--- src/rtl/mun_pkg.sv ---
package mun_pkg;
   localparam int KEY_LEN   = 4;
   localparam int KEY_IDX_W = $clog2(KEY_LEN);

   typedef struct packed {
      logic       rd;
      logic       wr;
      logic       at_ctrl;
      logic [7:0] data;
   } bus_req_t;

   function automatic logic [7:0] key_byte(input logic [KEY_IDX_W-1:0] idx);
      logic [7:0] b;
      case (idx)
         2'd0:    b = 8'h07;
         2'd1:    b = 8'h0D;
         2'd2:    b = 8'h06;
         default: b = 8'h12;
      endcase
      return b;
   endfunction
endpackage

--- src/rtl/mun_seq_track.sv ---
module mun_seq_track
   import mun_pkg::*;
#(
   parameter int START_WINDOW = 16
) (
   input  logic     clk,
   input  logic     rst,
   input  bus_req_t req,
   input  logic     irq_en,
   output logic     ext_mode,
   output logic     unlock_now,
   output logic     unlock_pulse
);
   localparam int CW = $clog2(START_WINDOW + 1);
   localparam logic [CW-1:0] WIN_C = CW'(START_WINDOW);
   localparam logic [KEY_IDX_W-1:0] LAST_IDX = KEY_IDX_W'(KEY_LEN - 1);

   logic [CW-1:0]        cnt_q;
   logic [KEY_IDX_W-1:0] idx_q;
   logic                 armed_q, ext_q, pulse_q;
   logic                 live, window_over, first_ok, match, access, benign;

   always_comb begin
      live        = armed_q && !ext_q;
      window_over = (cnt_q == WIN_C);
      first_ok    = (idx_q != '0) || !window_over;
      access      = req.rd || req.wr;
      benign      = req.rd && !req.wr && req.at_ctrl;
      match       = req.wr && req.at_ctrl && !irq_en &&
                    (req.data == key_byte(idx_q)) && first_ok;
      unlock_now  = live && match && (idx_q == LAST_IDX);
   end

   always_ff @(posedge clk) begin
      if (rst) begin
         cnt_q   <= '0;
         idx_q   <= '0;
         armed_q <= 1'b1;
         ext_q   <= 1'b0;
         pulse_q <= 1'b0;
      end else begin
         pulse_q <= unlock_now;
         if (!window_over) cnt_q <= cnt_q + 1'b1;
         if (live) begin
            if (match) begin
               if (idx_q == LAST_IDX) ext_q <= 1'b1;
               else                   idx_q <= idx_q + 1'b1;
            end else if (access && !benign) begin
               armed_q <= 1'b0;
               idx_q   <= '0;
            end else if ((idx_q == '0) && window_over) begin
               armed_q <= 1'b0;
            end
         end
      end
   end

   assign ext_mode     = ext_q;
   assign unlock_pulse = pulse_q;

   assert_ext_sticky_R9: assert property (@(posedge clk) disable iff (rst)
      ext_q |=> ext_q);
   assert_pulse_single_R3: assert property (@(posedge clk) disable iff (rst)
      pulse_q |=> !pulse_q);
   assert_disarm_holds_R4: assert property (@(posedge clk) disable iff (rst)
      (!armed_q && !ext_q) |=> !ext_q);
endmodule

--- src/rtl/mun_bank_reg.sv ---
module mun_bank_reg
   import mun_pkg::*;
#(
   parameter int NUM_BANKS = 3
) (
   input  logic       clk,
   input  logic       rst,
   input  bus_req_t   req,
   input  logic       ext_mode,
   input  logic       unlock_now,
   output logic [3:0] mask,
   output logic [1:0] bank
);
   localparam logic [1:0] LAST_BANK = 2'(NUM_BANKS - 1);

   logic [3:0] mask_q;
   logic [1:0] bank_q;
   logic       wr_ctrl;
   logic       unused_bits;

   assign wr_ctrl     = req.wr && req.at_ctrl;
   assign unused_bits = ^req.data[5:4];

   always_ff @(posedge clk) begin
      if (rst || unlock_now) begin
         mask_q <= '0;
         bank_q <= '0;
      end else if (wr_ctrl) begin
         if (ext_mode) begin
            if (req.data[7:6] <= LAST_BANK) bank_q <= req.data[7:6];
         end else begin
            mask_q <= req.data[3:0];
         end
      end
   end

   assign mask = mask_q;
   assign bank = bank_q;

   assert_bank_range_R8: assert property (@(posedge clk) disable iff (rst)
      bank_q <= LAST_BANK);
   assert_mask_frozen_R8: assert property (@(posedge clk) disable iff (rst)
      ext_mode |-> (mask_q == 4'h0));
endmodule

--- src/rtl/mode_unlock.sv ---
module mode_unlock
   import mun_pkg::*;
#(
   parameter int ADDR_W       = 6,
   parameter int CTRL_PORT    = 7,
   parameter int START_WINDOW = 16,
   parameter int NUM_BANKS    = 3,
   parameter int READ_REG     = 0
) (
   input  logic              clk,
   input  logic              rst,
   input  logic [ADDR_W-1:0] addr,
   input  logic              rd,
   input  logic              wr,
   input  logic [7:0]        wdata,
   input  logic              irq_en,
   output logic [7:0]        rdata,
   output logic              ext_mode,
   output logic [1:0]        bank_sel,
   output logic [3:0]        wr_mask,
   output logic              unlock_pulse
);
   localparam int CTRL_ADDR = CTRL_PORT * 2;

   if (CTRL_ADDR >= (1 << ADDR_W)) begin : g_bad_addr
      $error("control port address does not fit in ADDR_W");
   end
   if (START_WINDOW < 1) begin : g_bad_win
      $error("START_WINDOW must be at least 1");
   end
   if (NUM_BANKS < 1 || NUM_BANKS > 4) begin : g_bad_banks
      $error("NUM_BANKS must be 1 to 4");
   end
   if (READ_REG != 0 && READ_REG != 1) begin : g_bad_rreg
      $error("READ_REG must be 0 or 1");
   end

   bus_req_t   req;
   logic       unlock_now;
   logic [7:0] status;

   always_comb begin
      req.rd      = rd;
      req.wr      = wr;
      req.at_ctrl = (addr == ADDR_W'(CTRL_ADDR));
      req.data    = wdata;
   end

   mun_seq_track #(.START_WINDOW(START_WINDOW)) i_track (
      .clk          (clk),
      .rst          (rst),
      .req          (req),
      .irq_en       (irq_en),
      .ext_mode     (ext_mode),
      .unlock_now   (unlock_now),
      .unlock_pulse (unlock_pulse)
   );

   mun_bank_reg #(.NUM_BANKS(NUM_BANKS)) i_bank (
      .clk        (clk),
      .rst        (rst),
      .req        (req),
      .ext_mode   (ext_mode),
      .unlock_now (unlock_now),
      .mask       (wr_mask),
      .bank       (bank_sel)
   );

   always_comb begin
      status = ext_mode ? {bank_sel, 6'b000000} : {4'b0000, wr_mask};
   end

   if (READ_REG == 1) begin : g_rd_reg
      logic [7:0] rdata_q;
      always_ff @(posedge clk) begin
         if (rst) rdata_q <= '0;
         else     rdata_q <= (rd && req.at_ctrl) ? status : 8'h00;
      end
      assign rdata = rdata_q;
   end else begin : g_rd_comb
      assign rdata = (rd && req.at_ctrl) ? status : 8'h00;
   end

   assert_pulse_with_mode_R3: assert property (@(posedge clk) disable iff (rst)
      unlock_pulse |-> ext_mode);
endmodule

--- config.mk ---
export PLATFORM = sky130hd
export DESIGN_NAME = mode_unlock
export DESIGN_NICKNAME = d
export VERILOG_FILES = /design/src/rtl/mun_pkg.sv /design/src/rtl/mun_seq_track.sv /design/src/rtl/mun_bank_reg.sv /design/src/rtl/mode_unlock.sv
export SDC_FILE = /design/constraint.sdc
export NUM_CORES = 1
export LEC_CHECK = 0
export BUFFER_PORTS_ARGS = -buffer_cell sky130_fd_sc_hd__buf_2
export CAP_MARGIN = 20
export CELL_PAD_IN_SITES_DETAIL_PLACEMENT = 0
export CELL_PAD_IN_SITES_GLOBAL_PLACEMENT = 1
export CORE_ASPECT_RATIO = 1.4
export CORE_MARGIN = 2
export CORE_UTILIZATION = 35
export CTS_CLUSTER_SIZE = 24
export DETAILED_ROUTE_END_ITERATION = 10
export HOLD_SLACK_MARGIN = 0.06
export PLACE_DENSITY = 0.75
export SYNTH_ARGS = -nofsm -noshare
export SYNTH_HDL_FRONTEND = slang
export SYNTH_SLANG_ARGS = --single-unit
--- constraint.sdc ---
create_clock -name clk -period 2 [get_ports clk]
set_input_delay 0.3 -clock clk [delete_from_list [all_inputs] [get_ports clk]]
set_output_delay 0.3 -clock clk [all_outputs]
set_load 0.01 [all_outputs]
# After elaboration in Yosys (flattened, before gate mapping)
# Cells that the tools add are included.
# classes
addsub	2
n_lt_le_gt_ge	1
n_eq_ne	7
mux	8
n_bitwise	2
n_reduce_logical	29
# ops
cell	count
$mux 8	2
$pmux 5 s3	1
$logic_and 1x1->1	12
$reduce_and 3->1	4
$eq 8x5->1	1
$eq 6x4->1 const B	1
$mux 2	3
$reduce_bool 2->1	3
$add 5x1->5 const B	1
$eq 5x5->1 const B	1
$logic_not 1->1	5
$eq 2x2->1 const B	2
$logic_or 1x1->1	3
$add 2x1->2 const B	1
$eq 2x1->1 const B	1
$le 2x2->1 const B	1
$logic_not 2->1	1
$mux 1	2
$ne 2x2->1 const B	1
$not 1->1	2
$reduce_and 2->1	1
# totals
regBits	16
input_bits	19
out_inout_bits	16
word_cells	56

# Logic depth before layout (Yosys ltp)
# Gate-level depths: netlist (run 1).
# depth
ltp_word	8
depth_mapped	7

# By module
# A second synthesis (run 1) with hierarchy kept.
# hier_totals
hier_cells	112
area_unflattened_um2	1034.7
# modules_own_cells
module	n_inst	cells_each	area_each_um2	seq_area_each_um2
mun_seq_track	1	68	643.1	200.2
mun_bank_reg	1	25	262.8	120.1
mode_unlock	1	19	128.9	0.0

# Worst setup path after synthesis (run 1)
# Ideal clock, no wire load.
# synth_path
path_kind	flip-flop to flip-flop
from	register i_track.idx_q[0]
to	register i_bank.bank_q[0] (netlist: i_bank.bank[0])
t_arrival_ns	1.752
required_time_ns	1.882
setup_slack_ns	0.130
stages_incl_launch_ff	8
synth_period_minus_slack_ns	1.870
cell_sequence	dfxtp_1 > inv_1 > ha_1 > or3_1 > a22o_4 > nor4_4 > a21o_4 > nor3_2
# synth_via
elab_chain_cells	8
elab_cells_between_ends	13
classes_between	eq/ne: 4; mux: 1; reduce/logical: 8
# synth_lines
item	line_no	text
start: declaration	mun_seq_track.sv:19	logic [KEY_IDX_W-1:0] idx_q;
start signal: assignment	mun_seq_track.sv:47	else idx_q <= idx_q + 1'b1;
$eq 2x2->1 (tied with other cells)	mun_pkg.sv:14	case (idx)
$pmux 5 s3	mun_pkg.sv:14	
$eq 8x5->1	mun_seq_track.sv:30	(req.data == key_byte(idx_q)) && first_ok;
$logic_and 1x1->1	mun_seq_track.sv:29	match = req.wr && req.at_ctrl && !irq_en &&
$logic_and 1x1->1	mun_seq_track.sv:30	
$logic_and 1x1->1	mun_seq_track.sv:31	unlock_now = live && match && (idx_q == LAST_IDX);
$logic_and 1x1->1 *	mun_seq_track.sv:31	
$logic_or 1x1->1 *	mun_bank_reg.sv:25	if (rst || unlock_now) begin
end signal: assignment	mun_bank_reg.sv:30	if (req.data[7:6] <= LAST_BANK) bank_q <= req.data[7:6];
end: declaration	mun_bank_reg.sv:17	logic [1:0] bank_q;
# Mark *: on every way between the ends. The rest lies on a longest branch, timed or not.
# A chain may end at the register's enable or synchronous reset.

# Final worst setup path (run 1)
# layout_path
from	register i_track.idx_q[1]
to	register i_bank.bank_q[1] (netlist: i_bank.bank[1])
# The elaborated chain is that of the path after synthesis.

==> impl_results.md, run 1 <==
- CP startpoint: i_track.idx_q[1]
- Yosys reg bits: 16
- Tot Pwr: 0.6344 mW
- Setup-failing EPs final: 0
- R2R depth: 7
- Register area: 329.1 sq um
- Top cells by area, synth: dfxtp_1 32%, ha_1 7.6%, nor2_1 4.6%, nor3_2 4.0%, a21oi_2 3.5%
- Ys async rst share: 0%
- Initial antenna violation count: 0
- Largest net degree at the start of global routing: 14
- HPWL after detailed placement: 1853 um
- Worst Skew: ~0.0055 ns
- I/O Pins: 35
- # clock sinks: 16
- Crit-path max FO: 6
- Area of the multi-input gates: approximately 660 sq um
- Die X: 48.94 um
- CP bufs+invs: 1
- FMAX: 512.9 MHz
- Critical Path RT: between 2 and 2.5 ns
- Max incr delay on CP: 0.38 ns
- Starting Density: 37.07%
- Root Driver: clkbuf_4
- CORE AREA: 0.002670 sq mm
- Crit path to: i_bank.bank[1]
- Detailed-route via count: around 910
- RR Startpoint: i_track.idx_q[1]
- Ant. Diodes: 0
- Vias in the first global route: approximately 830
- Number of synthesized flops with an enable pin: 0
- Arrival time at the worst endpoint: around 2.2 ns
- Hold Violations, Final: 0
- H-tree levels: 1
- Number of cells on the critical path: 7
- Wire per inst: around 12 um
- Design Area, Final: 0.001326 sq mm
- Kind of end point of the critical path: register
- Slowest stage cell, crit path: dfxtp_4
- Gr usage total: 14.73%
- Cell Rows: 22
- Via density: 4.846
- Number of max-cap violations: 0
- Hold depth: 3
- Worst Setup Start Kind: register
- Final cell count without fillers: around 190
- Reg-to-reg critical path endpoint: i_bank.bank[1]
- Synth unique cells: 39
- Leading cell type in the layout, fill and taps excluded: buf_2
- DR iter-0 viols: 8
- YS warnings: 0
- Number of CTS-inserted buffers: 3
- Static leakage: slightly above 0.6 nW
- Max-slew violations: 0
- Residual DRC: 0
- Yosys top cell area share: 32.36%
- Worst min path class: in2reg
- CTS tree: yes
- Fill cell count: 278
- Clock Path Buffers: 2
- CP Cell Sequence: inv_4 > ha_4 > or3_4 > a22o_4 > nor4_4 > a21o_4 > nor3_2
- PortBufs: 32
- Cell area power density: 478.3 mW/mm^2
- Ys flop type: dfxtp_1
- Cells after synthesis: 110
- Placer Congestion: between 0.7 and 0.8
- Final nets: 178
- Commonest non-fill, non-tap cells in the layout: 32 x buf_2, 13 x dfxtp_1, 12 x nor2_1
- Detailed Routing Iterations Pass 1: 3
- Fin crit period: 1.950 ns
- Final core occ: between 40% and 50%
- Synth-to-Final Area Change: 34.01%
- GRT overflow: 0
- First-pass GRT wire length: 3643 um
- CP top delay family: simple AND/OR/NAND/NOR gates
- Hold-fix buffers, CTS: 0
- Worst R2R Setup Slack: 0.05 ns
- Critical path class: reg2reg
- Share of layout cells above drive strength 1: 46.71%
- Final ANT Viol Nets: 0
- Worst-Skew Late Latency: 0.30 ns
- Status: finished clean
- Die area: 0.003275 sq mm
- Die span in y: 66.92 um
- Clock-pin slew on the worst setup and hold paths: about 0.1 ns
- Worst vdd ir: 0.3335 mV
- Tcrit/Tclk final: between 90% and 100%
- Drt total wl: about 2300 um
- Mean Syn Cell Area: 8.997 sq um
- Seq/Total Area, Yosys: 32.36%
- Area leader, netlist: dfxtp_1
- RSZ-0062 raised after global routing: true
- Setup_tns: 0 ns
- Placed Cells: 179
- Dpl cell area: 0.001206 sq mm
- Area of the mapped netlist: 989.7 sq um
cell type report:
cell class	count	share of cell area, %
multi-input cells	86	50.09
flip-flops and latches	16	24.81
repair buffers	41	17.17
well taps	36	3.396
clock buffers	4	2.736
inverters	5	1.792
kinds of logic after synthesis:
logic type	count (synthesis)	synth area share, %
fa+ha+maj	6	7.585
simple gates	50	33.00
compound gates	20	15.30
buf+inv	9	4.172
flops	16	32.36
mux	1	1.011
xor+xnor	7	6.195
other cells	1	0.3789
per-stage QoR:
stage / setup slack, ns / hold WS [ns]
6_report: 0.05019 / 0.2518
5_1_grt: -0.03086 / 0.2427
4_1_cts: 0.05673 / 0.2509
3_5_place_dp: 0.07857 / 0.4632
3_3_place_gp: 0.1173 / 0.4590
2_1_floorplan: 0.1298 / 0.4414
report_power, final:
| group | internal, mW | total [mW] | leakage [nW] | switching (mW) |
|---|---|---|---|---|
| Sequential | 0.323 | 0.329 | 0.132 | 0.00611 |
| Clock | 0.111 | 0.226 | 0.0210 | 0.115 |
| Combinational | 0.0374 | 0.0792 | 0.453 | 0.0418 |
| Total | 0.472 | 0.634 | 0.605 | 0.163 |
per-layer routing:
layer	wire [um]	vias up	share of wire (%)	track usage [%]
met4	57	0	2.5	8.571
met1	910	416	39	15.26
met3	86	5	3.7	2.242
met2	1259	24	54	27.91
met5	0	-	0	0
li1	-	466	-	-
worst min-delay path by stage:
stage | start | end | slack (ns)
floorplan | i_track.armed_q | i_track.armed_q | 0.44
global placement | i_track.armed_q | i_track.armed_q | 0.46
detailed placement | i_track.armed_q | i_track.armed_q | 0.46
CTS | wdata[0] | i_bank.mask[0] | 0.25
global route | wdata[3] | i_bank.mask[3] | 0.24
finish | wdata[3] | i_bank.mask[3] | 0.25
state kept, by name (all words and copies together) (netlist names):
register and cells:
i_bank.bank 2, i_bank.mask 4, i_track.armed_q 1, i_track.cnt_q 5, i_track.ext_mode 1, i_track.idx_q 2
i_track.unlock_pulse 1
cell usage after synthesis (3+ instances only):
| cell | n |
|---|---|
| ha_1 | 6 |
| and2_1 | 4 |
| o21ai_0 | 5 |
| nor2b_1 | 3 |
| xor2_1 | 3 |
| nor2_1 | 12 |
| dfxtp_1 | 16 |
| nand2_1 | 8 |
| inv_1 | 5 |
| xnor2_1 | 4 |
| nand3_1 | 4 |
| nor3_2 | 4 |
| a21oi_2 | 4 |
tightest hold or removal path, cell delays in order:
cell and delay (ns):
buf_2 0.11, nand2_1 0.06, a21oi_2 0.04
repair_timing:
action	CTS	global route
resized for setup	0	15
endpoints found under the hold margin	0	0
endpoints found under the setup margin	0	10
setup buffers	0	5
No activity file was read; power rests on OpenSTA's default activity.
==> run 2, diff against run 1 <==
--- a/config.mk
+++ b/config.mk
@@ -10,7 +10,7 @@
 export CELL_PAD_IN_SITES_DETAIL_PLACEMENT = 0
 export CELL_PAD_IN_SITES_GLOBAL_PLACEMENT = 1
 export CORE_ASPECT_RATIO = 1.4
-export CORE_MARGIN = 2
+export CORE_MARGIN = 5
 export CORE_UTILIZATION = 35
 export CTS_CLUSTER_SIZE = 24
 export DETAILED_ROUTE_END_ITERATION = 10
==> run 2 against run 1 <==
Worst hold slack better by 0.015 ns. Die area grew 22%. Register-to-register slack better by 0.09 ns. Setup slack improved by 0.088 ns. First-iteration DRC count is 63% higher. Final cell count is 3.2% lower. Non-clock buffer count down 5. Critical path type unchanged.
==> impl_results.md, run 2 (synthesis gave the netlist of run 1 again) <==
- Setup-failing EPs final: 0
- Gr usage total: 12.16%
- Combinational fraction of design power: 13.3%
- Wire per inst: 12.44 um
- Commonest non-fill, non-tap cells in the layout: 32 x buf_2, 14 x dfxtp_1, 12 x nor2_1
- Die span in y: 72.92 um
- Vias in the first global route: 857
- Via density: 4.896
- Kind of end point of the critical path: register
- Final nets: 173
- Share of layout cells above drive strength 1: between 30% and 40%
- Arrival time at the worst endpoint: 2.09 ns
- P_int: 0.4317 mW
- Number of max-cap violations: 0
- Register area: 322.8 sq um
- Largest net degree at the start of global routing: 14
- Switch share: 25.33%
- PortBufs: 32
- Net Sw Power: 0.1465 mW
- Status: finished clean
- Share of power burned in registers: 57.4%
- Final cell count without fillers: roughly 180
- Final ANT Viol Nets: 0
- Residual DRC: 0
- Synth-to-Final Area Change: 24.40%
- Hold Violations, Final: 0
- Drt total wl: 2264 um
- Leading cell type in the layout, fill and taps excluded: buf_2
- Cell Rows: 22
- Placer Congestion: around 0.76
- Starting Density: 37.07%
- Die area: 0.004006 sq mm
- Crit-path max FO: 5
- Static leakage: 0.5648 nW
- Detailed-route via count: 891
- Clock-pin slew on the worst setup and hold paths: 0.09 ns
- DR iter-0 viols: 13
- Final core occ: 46.11%
- Tot Pwr: 0.5782 mW
- Fill cell count: 283
- Root Driver: clkbuf_4
- HPWL after detailed placement: 1928 um
- # clock sinks: 16
- Ant. Diodes: 0
- Initial antenna violation count: 0
- RSZ-0062 raised after global routing: false
- Fin crit period: roughly 1.9 ns
- Area of the multi-input gates: ~630 sq um
- Critical path class: reg2reg
- H-tree levels: 1
- First-pass GRT wire length: 3615 um
- Worst Setup Start Kind: register
- Die X: 54.94 um
- FMAX: roughly 540 MHz
- GRT overflow: 0
- Worst-Skew Late Latency: 0.29 ns
- I/O Pins: 35
- Worst min path class: in2reg
- Dpl cell area: 0.001206 sq mm
- Design Area, Final: 0.001231 sq mm
- Number of CTS-inserted buffers: 3
- Detailed Routing Iterations Pass 1: 3
- CTS tree: yes
- Worst Skew: around 0.0060 ns
- CORE AREA: 0.002670 sq mm
- Clock Path Buffers: 2
- Max-slew violations: 0
- Cell area power density: 469.7 mW/mm^2
- Clock share of power: 29.3%
- Max reg flops: 5
- Most flops, register: i_track.cnt_q
- Worst vdd ir: 0.2449 mV
- Setup_tns: 0 ns
- Critical Path RT: 2.23 ns
- Placed Cells: 179
- Tcrit/Tclk final: ~93%
run 2: worst max-delay path, stage by stage, from the launching register on:
cell and delay (ns):
dfxtp_2 0.38, inv_1 0.06, ha_1 0.20, or3_1 0.36, a22o_4 0.25, nor4_4 0.23
buf_4 0.17, a21oi_1 0.05, nor2_1 0.09
run 2: final timing paths:
kind	start	to	slack [ns]	cells after the start
setup reg to reg	i_track.idx_q[0]	i_track.ext_mode	0.14	8
hold reg to reg	i_track.armed_q	i_track.armed_q	0.48	1
hold / removal	wdata[0]	i_bank.mask[0]	0.27	3
setup / recovery	i_track.idx_q[0]	i_track.ext_mode	0.14	8
run 2: layer usage:
layer / up-vias / GRT usage, % / share of wire, %
li1: 452 / - / -
met1: 412 / 13.14 / 38
met2: 23 / 22.37 / 54
met3: 4 / 2.454 / 6.6
met4: 0 / 4.054 / 1.5
met5: - / 0 / 0
run 2: per-stage QoR:
step,hold WS (ns),worst slack (ns)
6_report,0.2666,0.1383
5_1_grt,0.2834,0.01207
4_1_cts,0.2638,0.04077
3_5_place_dp,0.4639,0.07439
3_3_place_gp,0.4609,0.1208
2_1_floorplan,0.4414,0.1298
run 2: layout make-up:
cell class / instances / area share (%)
Clock buffer: 3 / 1.829
Sequential cell: 16 / 26.22
Inverter: 5 / 1.524
Tap cell: 36 / 3.659
Timing Repair Buffer: 36 / 15.45
Multi-Input combinational cell: 86 / 51.32
run 2: repair_timing:
action                                  4_1_cts  5_1_grt
hold buffers                                  0        0
endpoints found under the setup margin        0        4
gates resized for setup                       0        2
setup buffers                                 0        0
run 2: power by group through the flow:
| stage | Sequential, mW | Combinational (mW) | Clock (mW) |
|---|---|---|---|
| floorplan | 0.338 | 0.0472 | 0 |
| global placement | 0.339 | 0.0748 | 0 |
| detailed placement | 0.340 | 0.0775 | 0 |
| CTS | 0.332 | 0.0778 | 0.176 |
| global route | 0.333 | 0.0862 | 0.188 |
| finish | 0.332 | 0.0767 | 0.170 |
==> run 3, diff against run 2 <==
--- a/config.mk
+++ b/config.mk
@@ -11,11 +11,12 @@
 export CELL_PAD_IN_SITES_GLOBAL_PLACEMENT = 1
 export CORE_ASPECT_RATIO = 1.4
 export CORE_MARGIN = 5
-export CORE_UTILIZATION = 35
+export CORE_UTILIZATION = 37
+export CTS_BUF_LIST = sky130_fd_sc_hd__clkbuf_4 sky130_fd_sc_hd__clkbuf_8
 export CTS_CLUSTER_SIZE = 24
 export DETAILED_ROUTE_END_ITERATION = 10
 export HOLD_SLACK_MARGIN = 0.06
-export PLACE_DENSITY = 0.75
+export PLACE_DENSITY = 0.8
 export SYNTH_ARGS = -nofsm -noshare
 export SYNTH_HDL_FRONTEND = slang
 export SYNTH_SLANG_ARGS = --single-unit
==> run 3 against run 2 <==
Setup slack got worse by 0.091 ns. Maximum frequency decreased by 4.7%. Clock-buffer cell count unchanged. Via count grew 0.45%. Critical endpoint is now i_track.unlock_pulse. Largest cell class unchanged.
==> impl_results.md, run 3 (synthesis gave the netlist of run 1 again) <==
- Status: finished clean
- Critical Path RT: 2.23 ns
- Number of max-cap violations: 0
- Hold Violations, Final: 0
- CP startpoint: i_track.idx_q[0]
- Tcrit/Tclk final: 97.63%
- Arrival time at the worst endpoint: roughly 2.2 ns
- Worst vdd ir: around 0.34 mV
- Synth-to-Final Area Change: 27.69%
- Die area: 0.003824 sq mm
- I/O Pins: 35
- CORE AREA: around 0.0026 sq mm
- Drt total wl: ~2200 um
- Crit-path max FO: 5
- Gr usage total: about an eighth
- HPWL after detailed placement: 1852 um
- PortBufs: 32
- Via density: 4.918
- Dpl ws: just under 0.09 ns
- Reg-to-reg critical path endpoint: i_track.unlock_pulse
- Detailed-route via count: about 900
- Static leakage: 0.5679 nW
- Wire per inst: 12.27 um
- H-tree levels: 1
- Kind of end point of the critical path: register
- Starting Density: 38.25%
- Clock-pin slew on the worst setup and hold paths: roughly 0.090 ns
- RSZ-0062 raised after global routing: true
- Clock Path Buffers: 2
- Max reg flops: 5
- GRT overflow: 0
- R2R depth: 8
- Worst Skew: between 0.005 and 0.006 ns
- Setup-failing EPs final: 0
- Final ANT Viol Nets: 0
- Largest net degree at the start of global routing: 14
- First-pass GRT wire length: 3581 um
- Share of layout cells above drive strength 1: 45.21%
- Post-Route Hold Slack: 0.2637 ns
- Fin crit period: between 1.5 and 2 ns
- Residual DRC: 0
- RR Startpoint: i_track.idx_q[0]
- Crit path to: i_track.unlock_pulse
- PnR worst setup slack: 0.04738 ns
- Cell area power density: 459.1 mW/mm^2
- Worst Setup Start Kind: register
- Final core occ: 48.84%
- Placed Cells: approximately 180
- DR iter-0 viols: 18
- Final cell count without fillers: 182
- Placer Congestion: 0.7585
- # clock sinks: 16
- Ant. Diodes: 0
- CTS tree: yes
- Number of CTS-inserted buffers: 3
- Leading cell type in the layout, fill and taps excluded: buf_2
- Worst-Skew Late Latency: 0.29 ns
- Final nets: 173
- Vias in the first global route: 878
- Most flops, register: i_track.cnt_q
- Root Driver: clkbuf_4
- Worst min path class: in2reg
- Worst R2R Setup Slack: 0.05 ns
- Cell Rows: 22
- Initial antenna violation count: 0
- Die span in y: around 71 um
- FMAX: 512.1 MHz
- Max-slew violations: 0
- Critical path class: reg2reg
- Commonest non-fill, non-tap cells in the layout: 32 x buf_2, 12 x nor2_1, 12 x dfxtp_1
- Die X: roughly 54 um
- Detailed Routing Iterations Pass 1: 4
## run 3: final cells by class
cell class / count / area, sq um
multi-input cells: 86 / 656.9
clock buffers: 3 / 22.52
well taps: 36 / 45.04
flip-flops and latches: 16 / 327.8
inverters: 5 / 21.27
fillers: 298 / 1324
repair buffers: 36 / 190.2
## run 3: how the worst min path moves through the flow
stage                     from              end  slack, ns  cells after the start
2_1_floorplan  i_track.armed_q  i_track.armed_q       0.44                      1
3_3_place_gp   i_track.armed_q  i_track.armed_q       0.46                      1
3_5_place_dp   i_track.armed_q  i_track.armed_q       0.47                      1
4_1_cts               wdata[3]   i_bank.mask[3]       0.25                      3
5_1_grt               wdata[3]   i_bank.mask[3]       0.26                      3
6_report              wdata[3]   i_bank.mask[3]       0.26                      3
## run 3: worst max-delay path: stages, from the launching register on
cell and delay [ns]:
dfxtp_4 0.39, inv_4 0.04, ha_4 0.14, or3_1 0.38, a22o_4 0.25, nor4_4 0.36, buf_4 0.18, nand2_2 0.05
nor2_1 0.10
## run 3: what timing repair did
action                     4_1_cts  5_1_grt
setup endpoints to repair        0        8
hold buffers                     0        0
gates resized for setup          0       14
buffers inserted                 0        1
hold endpoints to repair         0        0
## run 3: per-layer routing
layer / vias to the layer above / wire, um / part of all wire [%] / GRT usage, %
met5: - / 0 / 0 / 0
met4: 0 / 55 / 2.5 / 5.966
met3: 6 / 180 / 8.1 / 2.947
met2: 30 / 1148 / 51 / 23.32
met1: 405 / 849 / 38 / 12.84
li1: 454 / - / - / -
## run 3: metrics by stage
step / total power, mW / cell area (sq um) / setup TNS, ns
after floorplan: 0.3852 / 993.5 / 0
after global placement: 0.4133 / 1199 / 0
after detailed placement: 0.4156 / 1199 / 0
after CTS: 0.5863 / 1221 / 0
after global routing: 0.6124 / 1264 / -0.1250
final: 0.5802 / 1264 / 0
## run 3: report_power, final
part	switching, mW	internal, mW
Combinational	0.0403	0.0364
Sequential	0.00641	0.325
Clock	0.102	0.0701
Total	0.149	0.431
